## config.mk

```make
export PLATFORM = sky130hd
export DESIGN_NAME = adapt_seq
export DESIGN_NICKNAME = d
export VERILOG_FILES = /design/src/rtl/adseq_pkg.sv /design/src/rtl/adseq_ctrl.sv /design/src/rtl/adseq_dp.sv /design/src/rtl/adapt_seq.sv
export SDC_FILE = /design/constraint.sdc
export NUM_CORES = 1
export LEC_CHECK = 0
export ABC_AREA = 1
export BUFFER_PORTS_ARGS = -buffer_cell sky130_fd_sc_hd__buf_2
export CAP_MARGIN = 20
export CORE_AREA = 2 2 211 213
export DETAILED_ROUTE_END_ITERATION = 8
export DIE_AREA = 0 0 213 215
export SETUP_SLACK_MARGIN = 0.1
export SYNTH_ARGS = -nofsm -noshare
export SYNTH_HDL_FRONTEND = slang
export SYNTH_SLANG_ARGS = --single-unit
```

## constraint.sdc

```tcl
create_clock -name clk -period 23 [get_ports clk]
set_input_delay 1.15 -clock clk [delete_from_list [all_inputs] [get_ports clk]]
set_output_delay 1.15 -clock clk [all_outputs]
set_load 0.03 [all_outputs]
```

## src/rtl/adseq_pkg.sv

```systemverilog
package adseq_pkg;

  typedef enum logic [2:0] {
    S_IDLE, S_LAG, S_INIT, S_LO, S_HI, S_CHK, S_MID, S_FIN
  } seqState_t;

  // strobes from control to datapath, one cycle each
  typedef struct packed {
    logic beatBegin;  // clear search state, unity mapping
    logic lagTake;    // consume an error from the lag search
    logic bisInit;    // apply kept lag, open full code interval
    logic loTake;     // consume error at the low endpoint
    logic hiTake;     // consume error at the high endpoint
    logic midSet;     // present the interval midpoint
    logic midTake;    // consume midpoint error, shrink interval
    logic pick;       // settle the coefficient on the better endpoint
    logic finish;     // publish result, label, calibration
    logic tunePhase;  // 0: amplitude pass, 1: phase pass
  } adseqStrobe_t;

endpackage

```

## src/rtl/adseq_ctrl.sv

```systemverilog
module adseq_ctrl
  import adseq_pkg::*;
#(
  parameter int LAG_RADIUS = 2,
  parameter int COEF_W     = 7
) (
  input  logic         clk,
  input  logic         rstN,
  input  logic         start,
  input  logic         errValid,
  input  logic         lagLast,
  input  logic         narrow,
  output adseqStrobe_t strb,
  output logic         evalReq,
  output logic         busy
);

  localparam int MAX_EVALS = 2 * LAG_RADIUS + 1 + 2 * (COEF_W + 2);
  localparam int CNT_W     = $clog2(MAX_EVALS + 1) + 1;

  seqState_t state, stateNext;
  logic      tunePhaseQ;
  logic [CNT_W-1:0] evalCnt;

  always_comb begin
    strb           = '0;
    strb.tunePhase = tunePhaseQ;
    stateNext      = state;
    unique case (state)
      S_IDLE: if (start) begin
        strb.beatBegin = 1'b1;
        stateNext      = S_LAG;
      end
      S_LAG: if (errValid) begin
        strb.lagTake = 1'b1;
        if (lagLast) stateNext = S_INIT;
      end
      S_INIT: begin
        strb.bisInit = 1'b1;
        stateNext    = S_LO;
      end
      S_LO: if (errValid) begin
        strb.loTake = 1'b1;
        stateNext   = S_HI;
      end
      S_HI: if (errValid) begin
        strb.hiTake = 1'b1;
        stateNext   = S_CHK;
      end
      S_CHK: begin
        if (narrow) begin
          strb.pick = 1'b1;
          stateNext = tunePhaseQ ? S_FIN : S_INIT;
        end else begin
          strb.midSet = 1'b1;
          stateNext   = S_MID;
        end
      end
      S_MID: if (errValid) begin
        strb.midTake = 1'b1;
        stateNext    = S_CHK;
      end
      S_FIN: begin
        strb.finish = 1'b1;
        stateNext   = S_IDLE;
      end
      default: stateNext = S_IDLE;
    endcase
  end

  always_ff @(posedge clk or negedge rstN) begin
    if (!rstN) begin
      state      <= S_IDLE;
      tunePhaseQ <= 1'b0;
      evalCnt    <= '0;
    end else begin
      state <= stateNext;
      if (strb.beatBegin) tunePhaseQ <= 1'b0;
      else if (state == S_CHK && narrow && !tunePhaseQ) tunePhaseQ <= 1'b1;
      if (strb.beatBegin) evalCnt <= '0;
      else if (evalReq && errValid) evalCnt <= evalCnt + 1'b1;
    end
  end

  assign evalReq = (state == S_LAG) || (state == S_LO) ||
                   (state == S_HI)  || (state == S_MID);
  assign busy    = (state != S_IDLE);


  eval_budget_chk: assert property (@(posedge clk) disable iff (!rstN)
    evalCnt <= CNT_W'(MAX_EVALS));

endmodule

```

## src/rtl/adseq_dp.sv

```systemverilog
module adseq_dp
  import adseq_pkg::*;
#(
  parameter int LAG_RADIUS = 2,
  parameter int COEF_W     = 7,
  parameter int ERR_W      = 16,
  parameter int CAL_BEATS  = 20
) (
  input  logic                     clk,
  input  logic                     rstN,
  input  adseqStrobe_t             strb,
  input  logic                     calMode,
  input  logic [ERR_W-1:0]         errIn,
  output logic                     lagLast,
  output logic                     narrow,
  output logic signed [$clog2(LAG_RADIUS+1):0] lagOut,
  output logic [COEF_W-1:0]        ampOut,
  output logic [COEF_W-1:0]        phaseOut,
  output logic                     done,
  output logic [ERR_W-1:0]         fitErr,
  output logic                     unknown,
  output logic [ERR_W:0]           threshold,
  output logic                     thrValid
);

  localparam int LAG_W    = $clog2(LAG_RADIUS + 1) + 1;
  localparam int IDX_W    = $clog2(2 * LAG_RADIUS + 1);
  localparam int THR_W    = ERR_W + 1;
  localparam int CNT_W    = $clog2(CAL_BEATS) + 1;
  localparam int SUM_W    = ERR_W + CNT_W;
  localparam logic [COEF_W-1:0] CODE_MAX = '1;
  localparam logic [COEF_W-1:0] MID_CODE = COEF_W'(1) << (COEF_W - 1);

  function automatic logic signed [LAG_W-1:0] idxToLag(input int idx);
    int v;
    if (idx == 0)       v = 0;
    else if (idx % 2)   v = -((idx + 1) / 2);
    else                v = idx / 2;
    return LAG_W'(v);
  endfunction

  logic [IDX_W-1:0]        lagIdx;
  logic signed [LAG_W-1:0] lagQ, bestLag;
  logic [ERR_W-1:0]        runErr, fLo, fHi;
  logic [COEF_W-1:0]       ampQ, phQ, lo, hi, mid, coefVal;
  logic [COEF_W:0]         midSum;
  logic                    coefWr, calFlag, loWins;
  logic [SUM_W-1:0]        calSum, sumNext;
  logic [SUM_W:0]          quot;
  logic [CNT_W-1:0]        calCnt;

  assign lagLast = (lagIdx == IDX_W'(2 * LAG_RADIUS));
  assign narrow  = (hi - lo) <= COEF_W'(1);
  assign midSum  = {1'b0, lo} + {1'b0, hi};
  assign mid     = midSum[COEF_W:1];
  assign loWins  = (fLo <= fHi);
  assign sumNext = calSum + SUM_W'(runErr);
  assign quot    = {sumNext, 1'b0} / (SUM_W + 1)'(CAL_BEATS);

  always_comb begin
    coefWr  = 1'b1;
    coefVal = '0;
    if (strb.bisInit)     coefVal = '0;
    else if (strb.loTake) coefVal = CODE_MAX;
    else if (strb.midSet) coefVal = mid;
    else if (strb.pick)   coefVal = loWins ? lo : hi;
    else                  coefWr  = 1'b0;
  end

  always_ff @(posedge clk or negedge rstN) begin
    if (!rstN) begin
      lagIdx <= '0;  lagQ <= '0;  bestLag <= '0;  runErr <= '1;
      ampQ <= MID_CODE;  phQ <= MID_CODE;
      lo <= '0;  hi <= CODE_MAX;  fLo <= '0;  fHi <= '0;
      calFlag <= 1'b0;  calSum <= '0;  calCnt <= '0;
      fitErr <= '0;  unknown <= 1'b0;  done <= 1'b0;
      threshold <= '1;  thrValid <= 1'b0;
    end else begin
      done <= 1'b0;
      if (strb.beatBegin) begin
        lagIdx <= '0;  lagQ <= '0;  bestLag <= '0;  runErr <= '1;
        ampQ <= MID_CODE;  phQ <= MID_CODE;  calFlag <= calMode;
      end
      if (strb.lagTake) begin
        if (errIn < runErr) begin
          runErr  <= errIn;
          bestLag <= lagQ;
        end
        if (!lagLast) begin
          lagIdx <= lagIdx + 1'b1;
          lagQ   <= idxToLag(int'(lagIdx) + 1);
        end
      end
      if (strb.bisInit) begin
        lagQ <= bestLag;  lo <= '0;  hi <= CODE_MAX;
      end
      if (strb.loTake) fLo <= errIn;
      if (strb.hiTake) fHi <= errIn;
      if (strb.midTake) begin
        if (loWins) begin hi <= mid;  fHi <= errIn; end
        else        begin lo <= mid;  fLo <= errIn; end
      end
      if (strb.pick) runErr <= loWins ? fLo : fHi;
      if (coefWr) begin
        if (strb.tunePhase) phQ  <= coefVal;
        else                ampQ <= coefVal;
      end
      if (strb.finish) begin
        fitErr <= runErr;
        done   <= 1'b1;
        if (calFlag) begin
          unknown <= 1'b0;
          if (calCnt == CNT_W'(CAL_BEATS - 1)) begin
            threshold <= THR_W'(quot);
            thrValid  <= 1'b1;
            calSum    <= '0;
            calCnt    <= '0;
          end else begin
            calSum <= sumNext;
            calCnt <= calCnt + 1'b1;
          end
        end else begin
          unknown <= ({1'b0, runErr} > threshold);
        end
      end
    end
  end

  assign lagOut   = lagQ;
  assign ampOut   = ampQ;
  assign phaseOut = phQ;


  unity_during_lag_chk: assert property (@(posedge clk) disable iff (!rstN)
    strb.lagTake |-> (ampQ == MID_CODE && phQ == MID_CODE));


  lag_range_chk: assert property (@(posedge clk) disable iff (!rstN)
    (lagQ <= LAG_W'(LAG_RADIUS)) && (lagQ >= -LAG_W'(LAG_RADIUS)));


  interval_order_chk: assert property (@(posedge clk) disable iff (!rstN)
    lo < hi);


  thr_sticky_chk: assert property (@(posedge clk) disable iff (!rstN)
    thrValid |=> thrValid);

endmodule

```

## src/rtl/adapt_seq.sv

```systemverilog
module adapt_seq
  import adseq_pkg::*;
#(
  parameter int LAG_RADIUS = 2,
  parameter int COEF_W     = 7,
  parameter int ERR_W      = 16,
  parameter int CAL_BEATS  = 20
) (
  input  logic                  clk,
  input  logic                  rstN,
  input  logic                  start,
  input  logic                  calMode,
  input  logic                  errValid,
  input  logic [ERR_W-1:0]      errIn,
  output logic                  evalReq,
  output logic                  busy,
  output logic signed [$clog2(LAG_RADIUS+1):0] lagOut,
  output logic [COEF_W-1:0]     ampOut,
  output logic [COEF_W-1:0]     phaseOut,
  output logic                  done,
  output logic [ERR_W-1:0]      fitErr,
  output logic                  unknown,
  output logic [ERR_W:0]        threshold,
  output logic                  thrValid
);

  adseqStrobe_t strb;
  logic         lagLast, narrow;

  adseq_ctrl #(.LAG_RADIUS(LAG_RADIUS), .COEF_W(COEF_W)) uCtrl (
    .clk(clk), .rstN(rstN), .start(start), .errValid(errValid),
    .lagLast(lagLast), .narrow(narrow), .strb(strb),
    .evalReq(evalReq), .busy(busy)
  );

  adseq_dp #(.LAG_RADIUS(LAG_RADIUS), .COEF_W(COEF_W), .ERR_W(ERR_W),
             .CAL_BEATS(CAL_BEATS)) uDp (
    .clk(clk), .rstN(rstN), .strb(strb), .calMode(calMode), .errIn(errIn),
    .lagLast(lagLast), .narrow(narrow), .lagOut(lagOut), .ampOut(ampOut),
    .phaseOut(phaseOut), .done(done), .fitErr(fitErr), .unknown(unknown),
    .threshold(threshold), .thrValid(thrValid)
  );


  hold_while_waiting_chk: assert property (@(posedge clk) disable iff (!rstN)
    (evalReq && !errValid) |=> (evalReq && $stable(lagOut) &&
                                $stable(ampOut) && $stable(phaseOut)));


  done_idle_chk: assert property (@(posedge clk) disable iff (!rstN)
    done |-> !busy);

endmodule

```

==> results.json, run 1 <==
{
  "routed_wl_mm": 29.60,
  "ios": 76,
  "rsz0062_at_grt": "false",
  "core_area_um2": 43640,
  "hold_path.class": "reg2reg",
  "synth_most_common_cell": "nand2_1",
  "syn_nets": 1520,
  "cp-start-kind": "flip-flop",
  "synth_top_area_cell": "dfrtp_1",
  "fin_setup_tns_ns": 0,
  "cts.clk_slew.worst_paths_ns": 0.06,
  "postCtsSetupBuffers": 0,
  "cts_root_buf": "clkbuf_16",
  "crit_type": "reg2reg",
  "slew_viol_final": 0,
  "grt_antenna_before_repair": 0,
  "dr_total_vias": 9599,
  "start_util": 0.2465,
  "cts_buffer_depth": 2,
  "finalSetupViolCount": 0,
  "postCtsHoldBufs": 0,
  "yosysSeqAreaShare": 0.3631,
  "drc_errors": 0,
  "first_pass_iters": 5,
  "cp_data_required_time_ns": 23.36,
  "max_stage_delay_ns": 0.54,
  "diodes": 0,
  "cts_buffers": 17,
  "area_delta_synth_final_pct": 15.77,
  "yosysTopAreaCellShare": 0.2605,
  "dieArea_um2": 45800,
  "num_rows": 77,
  "yosys-top-cells-count": "nand2_1 (358), inv_1 (175), o21ai_0 (136)",
  "hpwl_mm": 22.44,
  "slowest_stage": "dfstp_2",
  "endpoint_kind": "flip-flop",
  "final_nets": 1591,
  "yosysWarnings": 0,
  "timing.fmax_ghz": 0.1174,
  "worstMarginPinSlew_ns": 0.9742,
  "fill_cells": 4709,
  "grt_start_max_net_pins": 95,
  "cp_common_cell": "nand2_2",
  "cp_top_family": "simple AND/OR/NAND/NOR gates",
  "drive_gt1_frac": 0.1873,
  "cp_max_fo": 8,
  "ys.flop_type": "dfrtp_1",
  "synth_edf_count": 0,
  "synth.distinct_cells": 54,
  "synth_cells": 1416,
  "netlist_area_um2": 10760,
  "wire_per_inst_um": 14.15,
  "cts_tree": "built",
  "synth.top_cells.by_area": "dfrtp_1 (26%), nand2_1 (12%), dfstp_2 (10%), ha_1 (9.3%), o21ai_0 (6.3%)",
  "period_needed_ns": 8.519,
  "period_share": 0.3704,
  "grt_pass1_wl_mm": 48.60,
  "clock-sinks": 154,
  "arrival_ns": 8.88,
  "first_global_vias": 9363,
  "clock_latency_ns": 0.43,
  "syn_area_per_cell_um2": 7.598,
  "synth_async_sr_flop_share": 1.000,
  "gp_congestion": 0.8685,
  "skew_ns": 0.01166,
  "grt.total_usage": 0.1322,
  "finalHoldViolations": 0,
  "ant_nets": 0,
  "run_status": "completed",
  "io_buffers": 75,
  "h-tree-depth": 4,
  "grt_overflow_total": 0,
  "dieHeight_um": 215,
  "die_x_um": 213,
  "cp_num_buf_inv": 7,
  "post_drt_via_cell_ratio": 4.588,
  "slew_headroom": 0.3466,
  "dr.first_iter.drc_count": 754,
  "synth-seq-cells": 154,
  "drv_cap": 0,
  "cts-resized-gates": 0
}
## final timing paths
kind / startpoint / end / slack, ns / cells after the start
worst max-delay path: uDp.runErr[0]$_DFF_PN1_ / uDp.threshold[0]$_DFFE_PN1P_ / 14.48 / 82
worst min-delay path: uDp.thrValid$_DFFE_PN0P_ / uDp.thrValid$_DFFE_PN0P_ / 0.47 / 1
worst max register to register: uDp.runErr[0]$_DFF_PN1_ / uDp.threshold[0]$_DFFE_PN1P_ / 14.48 / 82
worst min register to register: uDp.thrValid$_DFFE_PN0P_ / uDp.thrValid$_DFFE_PN0P_ / 0.47 / 1
max in group asynchronous: rstN / uDp.lagOut[0]$_DFF_PN0_ / 20.83 / 2
min in group asynchronous: rstN / uDp.lo[5]$_DFF_PN0_ / 0.78 / 1
## layout make-up
class	count	area, µm²	share of cell area
Clock buffer	18	439.2	0.03526
Tap cell	592	740.7	0.05947
Inverter	203	762.0	0.06118
Sequential cell	154	3906	0.3136
Multi-Input combinational cell	1030	5992	0.4811
Timing Repair Buffer	81	446.7	0.03586
Clock inverter	14	168.9	0.01356
## state kept, by name, summed over array words and instances (netlist names), 16 cells and up
signal         count
uDp.calSum        22
uDp.threshold     17
uDp.fHi           16
uDp.fLo           16
uDp.fitErr        16
uDp.runErr        16
## worst register-to-register path, delay by kind of cell, from the launching register on
kind / cells / cell delay, ns
buffers and inverters: 7 / 0.52
adders and majority gates: 2 / 0.56
and+or+nand+nor: 68 / 5.87
xor gates and xnor gates: 1 / 0.30
DFF: 1 / 0.54
AOI/OAI and AO/OA: 4 / 0.63
## cell usage in the layout, fill, tap and decap left out, types with 9 or more instances in the layout
master and count:
a21oi_1 42, buf_2 74, clkbuf_16 17, dfrtp_1 112, dfstp_2 42, ha_1 80, inv_1 175, inv_2 21
mux2_2 15, nand2_1 358, nand2_2 46, nand2_4 14, nand3_1 92, nand4_1 18, nor2_1 63, nor3_1 10
o21ai_0 136, o21ai_1 9, o22ai_1 29, xor2_1 26
## stage by stage
step / std cells / cell area, µm² / setup slack [ns] / util / hold WS [ns]
after CTS: 2091 / 12430 / 14.57 / 0.2848 / 0.4807
after global routing: 2092 / 12460 / 13.47 / 0.2854 / 0.5127
after floorplan: 1416 / 10760 / 15.63 / - / 0.4423
final: 2092 / 12460 / 14.48 / 0.2854 / 0.4691
after detailed placement: 2059 / 11820 / 14.63 / 0.2708 / 0.4617
after global placement: 2059 / 11820 / 15.06 / 0.2708 / 0.4622
## kinds of logic after synthesis
group                      Yosys count  share of synthesized area
DFF                                154                     0.3631
and+or+nand+nor                    625                     0.2658
buffers and inverters              232                    0.08094
AOI/OAI and AO/OA                  273                     0.1475
muxes                               15                    0.01570
xor gates and xnor gates            34                    0.02838
adders and majority gates           83                    0.09862
## layer usage
layer,share of wire,GRT usage
met5,0,0
met4,0.020,0.03939
met3,0.050,0.03025
met2,0.44,0.2022
met1,0.49,0.1847
Power of run 1 is left out: the tool's default activity adds up to more than one toggle a clock period on the data nets, which glitch-free logic cannot reach.
==> inputs of run 2 (changes only) <==
--- a/config.mk
+++ b/config.mk
@@ -5,12 +5,12 @@
 export SDC_FILE = /design/constraint.sdc
 export NUM_CORES = 1
 export LEC_CHECK = 0
-export ABC_AREA = 1
+export ABC_AREA = 0
 export BUFFER_PORTS_ARGS = -buffer_cell sky130_fd_sc_hd__buf_2
 export CAP_MARGIN = 20
-export CORE_AREA = 2 2 211 213
+export CORE_AREA = 2 2 223 225
 export DETAILED_ROUTE_END_ITERATION = 8
-export DIE_AREA = 0 0 213 215
+export DIE_AREA = 0 0 225 227
 export SETUP_SLACK_MARGIN = 0.1
 export SYNTH_ARGS = -nofsm -noshare
 export SYNTH_HDL_FRONTEND = slang
==> constraint.sdc (replaced) <==
create_clock -name clk -period 8.43 [get_ports clk]
set_input_delay 0.4215 -clock clk [delete_from_list [all_inputs] [get_ports clk]]
set_output_delay 0.4215 -clock clk [all_outputs]
set_load 0.03 [all_outputs]
==> run 2 against run 1 <==
Via count rose by 16%. Clock skew increased by 0.0020 ns. Final area is 18% higher. Maximum frequency increased by 5.0%. Die area grew 12%. Cell count up 3.2%. Non-clock buffer count up 87. Clock-buffer cell count fell by 1. Critical path depth shrank 50. Wire length grew 23%. Sequential share of layout area fell by 4.8 points. Largest cell class unchanged.
==> results.json, run 2 <==
{
  "wire_per_inst_um": 16.82,
  "ant_nets": 0,
  "dieHeight_um": 227,
  "period_needed_ns": 8.115,
  "synth.top_cells.by_area": "dfrtp_1 (23%), dfstp_2 (9.1%), ha_1 (8.3%), o21ai_0 (6.7%), nand2_1 (4.4%)",
  "clock-sinks": 154,
  "yosys-top-cells-count": "o21ai_0 (161), nand2_1 (141), dfrtp_1 (112)",
  "cp_top_family": "simple AND/OR/NAND/NOR gates",
  "grt_start_max_net_pins": 87,
  "drive_gt1_frac": 0.2549,
  "dr_total_vias": 11140,
  "crit_type": "reg2reg",
  "postCtsHoldBufs": 0,
  "run_status": "completed",
  "final_cell_mix": "o21ai_0 (155), nand2_1 (136), dfrtp_1 (112)",
  "routed_wl_mm": 36.29,
  "dpl_worst_slack_ns": 0.03401,
  "final_nets": 1625,
  "grt_overflow_total": 0,
  "gp_congestion": 0.9185,
  "first_pass_iters": 7,
  "cts_buffer_depth": 2,
  "cts_root_buf": "clkbuf_16",
  "ys.flop_type": "dfrtp_1",
  "dieArea_um2": 51080,
  "synth_most_common_cell": "o21ai_0",
  "cp_max_fo": 7,
  "setup_ws_ns": 0.3149,
  "arrival_ns": 8.49,
  "grt.total_usage": 0.1391,
  "syn_area_per_cell_um2": 8.522,
  "first_global_vias": 10270,
  "r2r_start": "uDp.runErr[0]$_DFF_PN1_",
  "cp_data_required_time_ns": 8.80,
  "yosysWarnings": 0,
  "post_drt_via_cell_ratio": 5.162,
  "hold_path.class": "in2async",
  "hpwl_mm": 26.17,
  "grt_antenna_before_repair": 13,
  "setup.worst_path.start": "uDp.runErr[0]$_DFF_PN1_",
  "syn_nets": 1520,
  "num_rows": 81,
  "io_buffers": 75,
  "skew_ns": 0.01366,
  "reg_top3": "uDp.calSum: 22 flops, uDp.threshold: 17 flops",
  "drc_errors": 0,
  "netlist_area_um2": 12070,
  "max_stage_delay_ns": 0.61,
  "synth_edf_count": 0,
  "h-tree-depth": 4,
  "grt_pass1_wl_mm": 56.63,
  "r2r_cells": 32,
  "worstMarginPinSlew_ns": 1.128,
  "synth_async_sr_flop_share": 1.000,
  "core_area_um2": 48550,
  "endpoint_kind": "flip-flop",
  "slowest_stage": "or4_4",
  "layout_commonest_cell": "o21ai_0",
  "drv_cap": 0,
  "cts_buffers": 17,
  "slew_viol_final": 0,
  "synth-seq-cells": 154,
  "finalSetupViolCount": 0,
  "clock_latency_ns": 0.45,
  "cts.clk_slew.worst_paths_ns": 0.07,
  "yosysTopAreaCellShare": 0.2323,
  "largest_reg_flops": 22,
  "die_x_um": 225,
  "cts_tree": "built",
  "synth_cells": 1416,
  "top_register": "uDp.calSum",
  "area_delta_synth_final_pct": 21.78,
  "finalHoldViolations": 0,
  "synth_top_area_cell": "dfrtp_1",
  "worst-path-stages": 32,
  "start_util": 0.2486,
  "synth.distinct_cells": 104,
  "ios": 76,
  "period_share": 0.9626,
  "cp_num_buf_inv": 3,
  "timing.fmax_ghz": 0.1232,
  "dr.first_iter.drc_count": 1025,
  "slew_headroom": 0.2456,
  "cp-start-kind": "flip-flop",
  "yosysSeqAreaShare": 0.3237
}
==> run 2: cell count changes after synthesis, moves of 20 or more <==
cell,delta
inv_1,-91
a21o_1,+24
mux2i_1,+47
nand2_2,-45
nand2_1,-217
o21ai_0,+25
nand3_1,-20
inv_2,-21
a21oi_1,+50
o22ai_1,-20
clkbuf_1,+32
xnor2_1,+22
==> run 2: layout make-up <==
cell class | instances | area [µm²]
inverter | 85 | 319.1
fill | 5002 | 33850
tap | 622 | 778.2
antenna | 2 | 5.005
timing repair buffer | 168 | 1109
sequential | 154 | 3906
clock buffer | 17 | 425.4
multi-input combinational | 1095 | 7989
clock inverter | 15 | 162.7
==> run 2: timing repair <==
action / in CTS / in global routing
gates cloned: 0 / 1
gates resized for setup: 5 / 105
pin swaps: 0 / 45
endpoints found under the hold margin: 0 / 0
buffers inserted: 0 / 34
setup endpoints to repair: 2 / 4
==> run 2: worst paths after layout <==
path                            slack, ns                            to
worst max-delay path                 0.31  uDp.threshold[0]$_DFFE_PN1P_
worst min-delay path                 0.05           uDp.lo[2]$_DFF_PN0_
worst max register to register       0.31  uDp.threshold[0]$_DFFE_PN1P_
worst min register to register       0.47      uDp.thrValid$_DFFE_PN0P_
max in group asynchronous            6.91    uDp.calSum[14]$_DFFE_PN0P_
min in group clk                     0.23         uDp.fHi[15]$_DFF_PN0_
==> run 2: cells by family (layout without fill, tap and decap cells) <==
| logic type | Yosys count | in the layout | synth area share |
|---|---|---|---|
| flip-flops | 154 | 154 | 0.3237 |
| XOR/XNOR | 45 | 45 | 0.03391 |
| AND/OR/NAND/NOR | 427 | 427 | 0.1714 |
| other | 0 | 2 | 0 |
| multiplexers | 75 | 75 | 0.06636 |
| AO/OA/AOI/OAI | 465 | 465 | 0.2602 |
| adder cells (fa/ha/maj) | 83 | 83 | 0.08793 |
| buffers and inverters | 167 | 285 | 0.05651 |
==> run 2: routing by layer <==
metal | up-vias | routed length (µm) | global-route usage
li1 | 5381 | - | -
met1 | 5350 | 17000 | 0.1921
met2 | 336 | 16390 | 0.2171
met3 | 55 | 2359 | 0.03562
met4 | 18 | 420 | 0.03290
met5 | - | 115 | 0
==> run 2: per-stage QoR <==
stage / hold WS [ns] / utilization / instances / TNS [ns] / area [µm²]
floorplan: 0.1259 / - / 1416 / 0 / 12070
global placement: 0.4514 / 0.2741 / 2088 / 0 / 13310
detailed placement: 0.4519 / 0.2741 / 2088 / 0 / 13310
CTS: 0.06568 / 0.2868 / 2120 / 0 / 13920
global route: 0.1114 / 0.3026 / 2156 / -0.06815 / 14690
finish: 0.04844 / 0.3027 / 2158 / 0 / 14690
Power of run 2 is left out for the same reason.
==> inputs of run 3 (changes only) <==
==> constraint.sdc (replaced) <==
create_clock -name clk -period 7.4 [get_ports clk]
set_input_delay 0.37 -clock clk [delete_from_list [all_inputs] [get_ports clk]]
set_output_delay 0.37 -clock clk [all_outputs]
set_load 0.03 [all_outputs]
==> run 3 against run 2 <==
The flow now finishes with violations (setup timing). Cell count grew 8.2%. Maximum frequency grew 2.0%. Critical path depth grew 3. Wire length grew 6.0%. Final area grew 10%. Clock-buffer cell count grew 1. Register-to-register slack lost 0.87 ns. Via count grew 6.6%. Setup slack lost 0.87 ns.
==> results.json, run 3 (same netlist as run 2, synthesis figures left out) <==
{
  "arrival_ns": 8.33,
  "cts_tree": "built",
  "rsz0062_at_grt": "true",
  "worstMarginPinSlew_ns": 1.074,
  "hold_path.class": "in2reg",
  "area_delta_synth_final_pct": 34.42,
  "grt_pass1_wl_mm": 60.69,
  "finalHoldViolations": 0,
  "layout_commonest_cell": "buf_4",
  "drv_cap": 0,
  "design_area_um2": 16220,
  "period_needed_ns": 7.954,
  "io_buffers": 75,
  "cts_root_buf": "clkbuf_16",
  "h-tree-depth": 4,
  "endpoint_kind": "flip-flop",
  "ios": 76,
  "finalSetupViolCount": 4,
  "wire_per_inst_um": 16.47,
  "slew_headroom": 0.2837,
  "run_status": "complete, but fails checks",
  "placed_area_um2": 14640,
  "final_nets": 1803,
  "drive_gt1_frac": 0.3405,
  "ant_nets": 0,
  "cp_max_fo": 7,
  "core_area_um2": 48550,
  "cts.clk_slew.worst_paths_ns": 0.07,
  "routed_wl_mm": 38.46,
  "top_register": "uDp.calSum",
  "reg_top3": "uDp.calSum: 22 flops, uDp.threshold: 17 flops",
  "final_cell_mix": "buf_4 (256), o21ai_0 (153), nand2_1 (136)",
  "fill_cells": 4907,
  "crit_type": "reg2reg",
  "start_util": 0.2486,
  "hpwl_mm": 28.19,
  "skew_ns": 0.01189,
  "num_rows": 81,
  "clock_latency_ns": 0.45,
  "multi_input_area_um2": 8162,
  "cts_buffer_depth": 2,
  "cp-start-kind": "flip-flop",
  "dr_total_vias": 11876,
  "first_global_vias": 11438,
  "grt.total_usage": 0.1490,
  "regArea_um2": 3906,
  "period_share": 1.075,
  "max_stage_delay_ns": 0.56,
  "dieArea_um2": 51080,
  "gp_congestion": 0.9294,
  "violations": "setup timing",
  "largest_reg_flops": 22,
  "timing.fmax_ghz": 0.1257,
  "cp_data_required_time_ns": 7.78,
  "grt_start_max_net_pins": 67,
  "slowest_stage": "or4_4",
  "setup_ws_ns": -0.5536,
  "cp_common_cell": "buf_4",
  "dieHeight_um": 227,
  "first_pass_iters": 6,
  "die_x_um": 225,
  "drc_errors": 0,
  "grt_antenna_before_repair": 11,
  "slew_viol_final": 0,
  "cts_buffers": 17,
  "grt_overflow_total": 0,
  "clock-sinks": 154,
  "dr.first_iter.drc_count": 882,
  "post_drt_via_cell_ratio": 5.086
}
run 3: cell types whose count changed in the layout (fill, tap and decap cells not counted), sizes merged:
cell	delta
buf	+177
bufinv	-1
clkbuf	+1
clkdlybuf4s15	-1
clkinv	-4
diode	-1
dlygate4sd3	+1
inv	+4
o21ai	+1
run 3: area by class of cell:
class,count,share of cell area
Clock buffer,18,0.02708
Clock inverter,14,0.009257
Sequential cell,154,0.2408
Inverter,85,0.01967
Multi-Input combinational cell,1096,0.5032
Timing Repair Buffer,345,0.1518
Tap cell,622,0.04798
Antenna cell,1,0.0001543
run 3: worst paths after layout:
path / slack, ns / start / cells after the start / end
worst max-delay path: -0.55 / uDp.calSum[0]$_DFFE_PN0P_ / 35 / uDp.threshold[0]$_DFFE_PN1P_
worst min-delay path: 0.18 / errIn[9] / 3 / uDp.fHi[9]$_DFF_PN0_
worst max register to register: -0.55 / uDp.calSum[0]$_DFFE_PN0P_ / 35 / uDp.threshold[0]$_DFFE_PN1P_
worst min register to register: 0.47 / uDp.thrValid$_DFFE_PN0P_ / 1 / uDp.thrValid$_DFFE_PN0P_
max in group asynchronous: 5.21 / rstN / 4 / uDp.fitErr[15]$_DFFE_PN0P_
min in group asynchronous: 0.48 / rstN / 2 / uDp.ampOut[0]$_DFF_PN0_
run 3: timing repair:
action	in CTS	in global routing
setup buffers	22	23
pin swaps	26	28
cloned	2	1
hold buffers	1	0
resized for setup	64	66
endpoints found under the setup margin	5	5
hold endpoints to repair	54	0
run 3: per-layer routing:
layer  GRT usage  up-vias  part of all wire
li1            -     5740                 -
met1      0.1994     5707              0.46
met2      0.2418      344              0.46
met3     0.04220       67             0.066
met4     0.02606       18             0.013
met5           0        -            0.0030
run 3: critical path: cells and delay by family (launching register included):
family / cells / cell delay, ns
flops: 1 / 0.42
xor+xnor: 2 / 0.23
simple gates: 9 / 1.94
fa+ha+maj: 2 / 0.40
buf+inv: 6 / 0.83
mux: 2 / 0.51
compound gates: 14 / 3.54
run 3: through the flow:
step / instances / hold WS (ns) / TNS, ns / setup WS [ns] / util
global placement: 2253 / 0.3983 / -1.800 / -0.6353 / 0.3011
detailed placement: 2254 / 0.4070 / -2.052 / -0.6923 / 0.3015
finish: 2335 / 0.1800 / -1.504 / -0.5536 / 0.3341
floorplan: 1416 / 0.07441 / -0.2328 / -0.2035 / -
CTS: 2310 / 0.1585 / -0.8633 / -0.3780 / 0.3231
global route: 2334 / 0.1763 / -2.670 / -0.8624 / 0.3341
Power of run 3 is left out for the same reason.
